[config.mk]
export PLATFORM = sky130hd
export DESIGN_NAME = fsk_bit_demod
export DESIGN_NICKNAME = d
export VERILOG_FILES = /design/src/rtl/fsk_demod_pkg.sv /design/src/rtl/fsk_edge_sync.sv /design/src/rtl/fsk_period_avg.sv /design/src/rtl/fsk_bit_sync.sv /design/src/rtl/fsk_bit_demod.sv
export SDC_FILE = /design/constraint.sdc
export NUM_CORES = 1
export LEC_CHECK = 0
export ABC_AREA = 1
export BUFFER_PORTS_ARGS = -buffer_cell sky130_fd_sc_hd__buf_2
export CAP_MARGIN = 20
export CORE_MARGIN = 2
export CORE_UTILIZATION = 28
export CTS_BUF_LIST = sky130_fd_sc_hd__clkbuf_16
export DETAILED_ROUTE_END_ITERATION = 10
export PLACE_DENSITY_LB_ADDON = 0.15
export SETUP_SLACK_MARGIN = 0.05
export SLEW_MARGIN = 20
export SYNTH_ARGS = -nofsm -noshare
export SYNTH_HDL_FRONTEND = slang
export SYNTH_SLANG_ARGS = --single-unit
[constraint.sdc]
create_clock -name clk -period 4.05 [get_ports clk]
set_input_delay 0.6075 -clock clk [delete_from_list [all_inputs] [get_ports clk]]
set_output_delay 0.6075 -clock clk [all_outputs]
set_load 0.01 [all_outputs]
[src/rtl/fsk_demod_pkg.sv]
package fsk_demod_pkg;
  typedef enum logic [1:0] {
    ST_SETTLE = 2'd0,
    ST_FIRST  = 2'd1,
    ST_LOCK   = 2'd2
  } sync_st_e;
endpackage

[src/rtl/fsk_edge_sync.sv]
module fsk_edge_sync #(
  parameter int STAGES = 2
) (
  input  logic clk,
  input  logic rst_n,
  input  logic sig_i,
  output logic rise_o
);
  logic [STAGES-1:0] sh_q;
  logic              last_q;

  always_ff @(posedge clk) begin
    if (!rst_n) begin
      sh_q   <= '0;
      last_q <= 1'b0;
    end else begin
      sh_q   <= {sh_q[STAGES-2:0], sig_i};
      last_q <= sh_q[STAGES-1];
    end
  end

  assign rise_o = sh_q[STAGES-1] & ~last_q;
endmodule

[src/rtl/fsk_period_avg.sv]
module fsk_period_avg #(
  parameter int CW    = 8,
  parameter int TAPS  = 4,
  parameter int BIAS  = 85,
  parameter int INIT  = 10,
  parameter int HI_TH = 34,
  parameter int LO_TH = 20
) (
  input  logic          clk,
  input  logic          rst_n,
  input  logic          restart,
  input  logic          rise_i,
  output logic [CW-1:0] sum_o,
  output logic          dec_o,
  output logic          dec_vld_o
);
  localparam int HW = TAPS - 1;
  localparam logic [CW-1:0] BIAS_C = CW'(BIAS);
  localparam logic [CW-1:0] INIT_C = CW'(INIT);
  localparam logic [CW-1:0] SUM0_C = CW'(TAPS * INIT);
  localparam logic [CW-1:0] HI_C   = CW'(HI_TH);
  localparam logic [CW-1:0] LO_C   = CW'(LO_TH);

  logic [CW-1:0] cnt_q;
  logic [CW-1:0] hist_q [HW];
  logic [CW-1:0] corr;
  logic [CW-1:0] sum_n;

  assign corr = cnt_q - BIAS_C;

  always_comb begin
    sum_n = corr;
    for (int i = 0; i < HW; i++) sum_n = sum_n + hist_q[i];
  end

  always_ff @(posedge clk) begin
    if (!rst_n || restart)  cnt_q <= '0;
    else if (rise_i)        cnt_q <= CW'(1);
    else                    cnt_q <= cnt_q + CW'(1);
  end

  generate
    for (genvar g = 0; g < HW; g++) begin : g_hist
      always_ff @(posedge clk) begin
        if (!rst_n || restart) hist_q[g] <= INIT_C;
        else if (rise_i)       hist_q[g] <= (g == 0) ? corr : hist_q[(g == 0) ? 0 : g-1];
      end
    end
  endgenerate

  always_ff @(posedge clk) begin
    if (!rst_n || restart) begin
      sum_o     <= SUM0_C;
      dec_o     <= 1'b0;
      dec_vld_o <= 1'b0;
    end else begin
      dec_vld_o <= rise_i;
      if (rise_i) begin
        sum_o <= sum_n;
        if (sum_n >= HI_C)     dec_o <= 1'b1;
        else if (sum_n < LO_C) dec_o <= 1'b0;
      end
    end
  end
endmodule

[src/rtl/fsk_bit_sync.sv]
module fsk_bit_sync
  import fsk_demod_pkg::*;
#(
  parameter int SETTLE_EDGES = 20,
  parameter int EC_W         = 8,
  parameter int CELL_LOG2    = 4,
  parameter int SAMPLE_POS   = 7,
  parameter int TO_W         = 16
) (
  input  logic            clk,
  input  logic            rst_n,
  input  logic            restart,
  input  logic            dec_vld_i,
  input  logic            dec_i,
  input  logic [TO_W-1:0] limit_i,
  output logic            bit_o,
  output logic            bit_vld_o,
  output logic            synced_o,
  output logic            lost_o
);
  localparam logic [EC_W-1:0]      SETTLE_C = EC_W'(SETTLE_EDGES);
  localparam logic [CELL_LOG2-1:0] POS_C    = CELL_LOG2'(SAMPLE_POS);

  sync_st_e        st_q;
  logic [EC_W-1:0] ecnt_q;
  logic [EC_W-1:0] ecnt_inc;
  logic [TO_W-1:0] tcnt_q;

  assign ecnt_inc = ecnt_q + EC_W'(1);
  assign synced_o = (st_q == ST_LOCK);

  always_ff @(posedge clk) begin
    if (!rst_n || restart) begin
      st_q      <= ST_SETTLE;
      ecnt_q    <= '0;
      bit_o     <= 1'b0;
      bit_vld_o <= 1'b0;
    end else begin
      bit_vld_o <= 1'b0;
      if (dec_vld_i) begin
        case (st_q)
          ST_SETTLE: begin
            ecnt_q <= ecnt_inc;
            if (ecnt_inc == SETTLE_C) st_q <= ST_FIRST;
          end
          ST_FIRST: begin
            if (dec_i) begin
              st_q   <= ST_LOCK;
              ecnt_q <= '1;
            end
          end
          default: begin
            ecnt_q <= ecnt_inc;
            if (ecnt_inc[CELL_LOG2-1:0] == POS_C) begin
              bit_vld_o <= 1'b1;
              bit_o     <= dec_i;
            end
          end
        endcase
      end
    end
  end

  always_ff @(posedge clk) begin
    if (!rst_n || restart) begin
      tcnt_q <= '0;
      lost_o <= 1'b0;
    end else if (st_q != ST_LOCK && !lost_o) begin
      if (tcnt_q == limit_i) lost_o <= 1'b1;
      else                   tcnt_q <= tcnt_q + TO_W'(1);
    end
  end
endmodule

[src/rtl/fsk_bit_demod.sv]
module fsk_bit_demod #(
  parameter int CW           = 8,
  parameter int TAPS         = 4,
  parameter int BIAS         = 85,
  parameter int INIT         = 10,
  parameter int HI_TH        = 34,
  parameter int LO_TH        = 20,
  parameter int SETTLE_EDGES = 20,
  parameter int CELL_LOG2    = 4,
  parameter int SAMPLE_POS   = 7,
  parameter int TO_W         = 16
) (
  input  logic            clk,
  input  logic            rst_n,
  input  logic            comp_in,
  input  logic            restart,
  input  logic [TO_W-1:0] sync_limit,
  output logic            bit_data,
  output logic            bit_valid,
  output logic            synced,
  output logic            sync_lost,
  output logic [CW-1:0]   avg_sum
);
  logic edge_p;
  logic dec;
  logic dec_vld;

  fsk_edge_sync #(.STAGES(2)) u_edge (
    .clk    (clk),
    .rst_n  (rst_n),
    .sig_i  (comp_in),
    .rise_o (edge_p)
  );

  fsk_period_avg #(
    .CW(CW), .TAPS(TAPS), .BIAS(BIAS), .INIT(INIT), .HI_TH(HI_TH), .LO_TH(LO_TH)
  ) u_avg (
    .clk       (clk),
    .rst_n     (rst_n),
    .restart   (restart),
    .rise_i    (edge_p),
    .sum_o     (avg_sum),
    .dec_o     (dec),
    .dec_vld_o (dec_vld)
  );

  fsk_bit_sync #(
    .SETTLE_EDGES(SETTLE_EDGES), .EC_W(CW), .CELL_LOG2(CELL_LOG2),
    .SAMPLE_POS(SAMPLE_POS), .TO_W(TO_W)
  ) u_sync (
    .clk       (clk),
    .rst_n     (rst_n),
    .restart   (restart),
    .dec_vld_i (dec_vld),
    .dec_i     (dec),
    .limit_i   (sync_limit),
    .bit_o     (bit_data),
    .bit_vld_o (bit_valid),
    .synced_o  (synced),
    .lost_o    (sync_lost)
  );
endmodule

==> impl_results.md <==
- Outcome: completed
- WP data required: approximately 4300 ps
- CTS tree: done
- Crit start category: flip-flop
- Worst ir drop on vdd: 0.202 mV
- Synthesized area: about 4300 sq um
- Worst slew pin tran: 816 ps
- Cts bufs inserted: 9
- IO Count: 32
- Synth Area per Inst: 7.85 sq um
- Buffers plus inverters on the worst setup path: 3
- Worst r2r path cells: 16
- Reg area: 1720 sq um
- Top-count cell post-synth: nand2_1
- Placement Setup Slack: 438 ps
- CTS H-tree lvls: 3
- Fraction of layout cells with a size suffix above 1: 12.6%
- Die Area: approximately 16000 sq um
- Tot GR Track Use: 13.0%
- Unique cell type count in the Yosys netlist: 36
- Port Buffers: 31
- CP peak stage delay: 540 ps
- Setup TNS: 0 ps
- Area of the multi-input gates: ~2200 sq um
- Main synth FF type: dfxtp_1
- Synth warnings: 0
- Die X: between 100 and 150 um
- Hold path start: u_edge.sh_q[0]
- Hold_buf cts: 0
- Final #Nets: 629
- Crit path launch: u_avg.cnt_q[0]
- Max_slew headroom: a little under half
- Drt first pass iters: 4
- Clock skew: 4.86 ps
- Drt initial violations: about 180
- Synth async-reset ratio: 0%
- Arr. time, crit path: 3870 ps
- Post-route ant nets: 0
- Clock sink count: 74
- Power Dens Cells: 348 nW/um^2
- Crit-path cells: inv_1, ha_1, fa_1, inv_1, fa_1, ha_1, inv_1, fa_1, xor2_1, nand2_1, nor2_1, nand2_1, nand4_1, nand2_1, nor2_1, nand2_1
- Top cells by area, synth: dfxtp_1 (23%), edfxtp_1 (17%), nand2_1 (9.6%)
- Synth Register Bits: 74
- # diodes: 0
- Final Cell Area: 4920 sq um
- Kind of critical path: flip-flop to flip-flop
- Hold path depth: 2
- Register area share after synthesis: 39.9%
- Fillers: roughly 1600
- Via count: 3452
- DP Cell Count: 760
- CP Capture Type: flip-flop
- FP Rows: 45
- Worst Path Max Fanout: 6
- DRC violations left: 0
- Placed wire-length estimate: 7130 um
- Clock Latency Late Sink: 340 ps
- Critical path's slowest cell: fa_1
- Min Hold Slack: between 400 and 500 ps
- Die span in y: 128 um
- Total core area: approximately 15000 sq um
- First-pass GRT wire length: around 17000 um
- Top-area cell type share of the netlist area: 23.2%
- Final hold vios: 0
- P_leak: about 0.0021 uW
- Post-CTS setup buffer count: 0
- Crit path max-delay family: adder cells
- Drt wl/cell: 12.6 um
- Largest net degree at the start of global routing: 31
- Tmin final: 3640 ps
- Vias per cell: between 4 and 5
- Total grt overflow: 0
- Top post-synthesis cells by count: nand2_1 (110), inv_1 (91), nor2_1 (62)
- Worst-path clk slew: 60 ps
- Cell repeated most along the worst path: nand2_1
- Starting Density: between 20 and 30%
- Initial antenna violation count: 0
- CTS root buf: clkbuf_16
- Worst R2R End: u_avg.dec_o
- Reg2Reg Setup Slack: a little over 400 ps
- Max Freq: between 200 and 300 MHz
- Max Cap Viol: 0
- Hold endpoint: u_edge.sh_q[1]
- Synthesized Nets: 595
- Worst hold path class: flip-flop to flip-flop
- Routability Congestion: about 0.75
- Fin cells: 776
- Post-synth EDFFs: 24
- Number of global-route vias before repair: 3542
- Post-CTS sizing: 0
- Deepest clock path buffer count: 2
- Finish-stage setup viols: 0
- Largest area contributor in the netlist: dfxtp_1
- Placed cell areas: 4670 sq um
- Critical R2R Launch: u_avg.cnt_q[0]
- RSZ-0062 raised after global routing: false
- Fin crit share: around nine tenths
- PnR worst setup slack: 413 ps
- Pins over their slew limit: 0
- Routed Wire Length: roughly 10000 um
- Post-Synthesis Cells: 549
- Area growth syn-to-layout: 14.2%
[report_power, final]
| part | internal (uW) | switching [uW] | leakage (uW) |
|---|---|---|---|
| sequential | 782 | 11.4 | 0.000651 |
| combinational | 78.9 | 131 | 0.00134 |
| clock | 402 | 308 | 0.000139 |
[stage by stage]
step,utilization (%),total power [uW]
after floorplan,-,958
after global placement,30.8,1020
after detailed placement,30.8,1020
after CTS,32.5,1750
after global routing,32.5,1810
final,32.5,1710
[per-layer routing]
| metal | wire, um | global-route usage (%) | share of wire, % | vias to the layer above |
|---|---|---|---|---|
| li1 | - | - | - | 1820 |
| met1 | 4770 | 15.8 | 49 | 1586 |
| met2 | 4670 | 22.3 | 48 | 42 |
| met3 | 261 | 4.05 | 2.7 | 4 |
| met4 | 81 | 3.68 | 0.83 | 0 |
| met5 | 0 | 0 | 0 | - |
[worst min-delay path: stages, from the launching register on]
cell and delay, ps:
dfxtp_1 300, nand2_1 50, inv_1 40
[area by class of cell]
type	instances	share of cell area [%]
timing repair buffer	34	3.61
inverter	95	7.24
tap	188	4.78
clock inverter	7	0.584
sequential	74	35.0
clock buffer	9	4.57
multi-input combinational	369	44.2
[layout by cell type, fill, tap and decap left out, types with 9 or more instances in the layout]
master and n:
nor3_1 10, o21ai_0 16, a21oi_2 10, nand4_1 11
xor2_1 28, buf_2 31, ha_1 12, clkbuf_16 9
a21oi_1 21, nand2_1 110, dfxtp_1 50, inv_1 93
nor2_1 62, fa_1 14, edfxtp_1 24, nand3_1 41
[kinds of logic (layout without fill, tap and decap cells)]
family	Yosys count	after routing	share of synthesized area [%]
flops	74	74	39.9
simple gates	253	253	25.7
xor+xnor	30	30	6.10
compound gates	60	60	8.71
buf+inv	106	145	9.52
fa+ha+maj	26	26	9.99
[worst max path at each step]
stage | end | cells past startpoint
2_1_floorplan | u_avg.dec_o | 17
3_3_place_gp | u_avg.dec_o | 16
3_5_place_dp | u_avg.dec_o | 16
4_1_cts | u_avg.dec_o | 16
5_1_grt | u_avg.dec_o | 18
6_report | u_avg.dec_o | 16
[state kept, by name, indices dropped and copies added, names as in the netlist, 2 cells and up]
register	count
u_avg.cnt_q	8
u_avg.hist_q	24
u_avg.sum_o	8
u_edge.sh_q	2
u_sync.ecnt_q	8
u_sync.st_q	2
u_sync.tcnt_q	16
(Power assumes the default switching activity.)
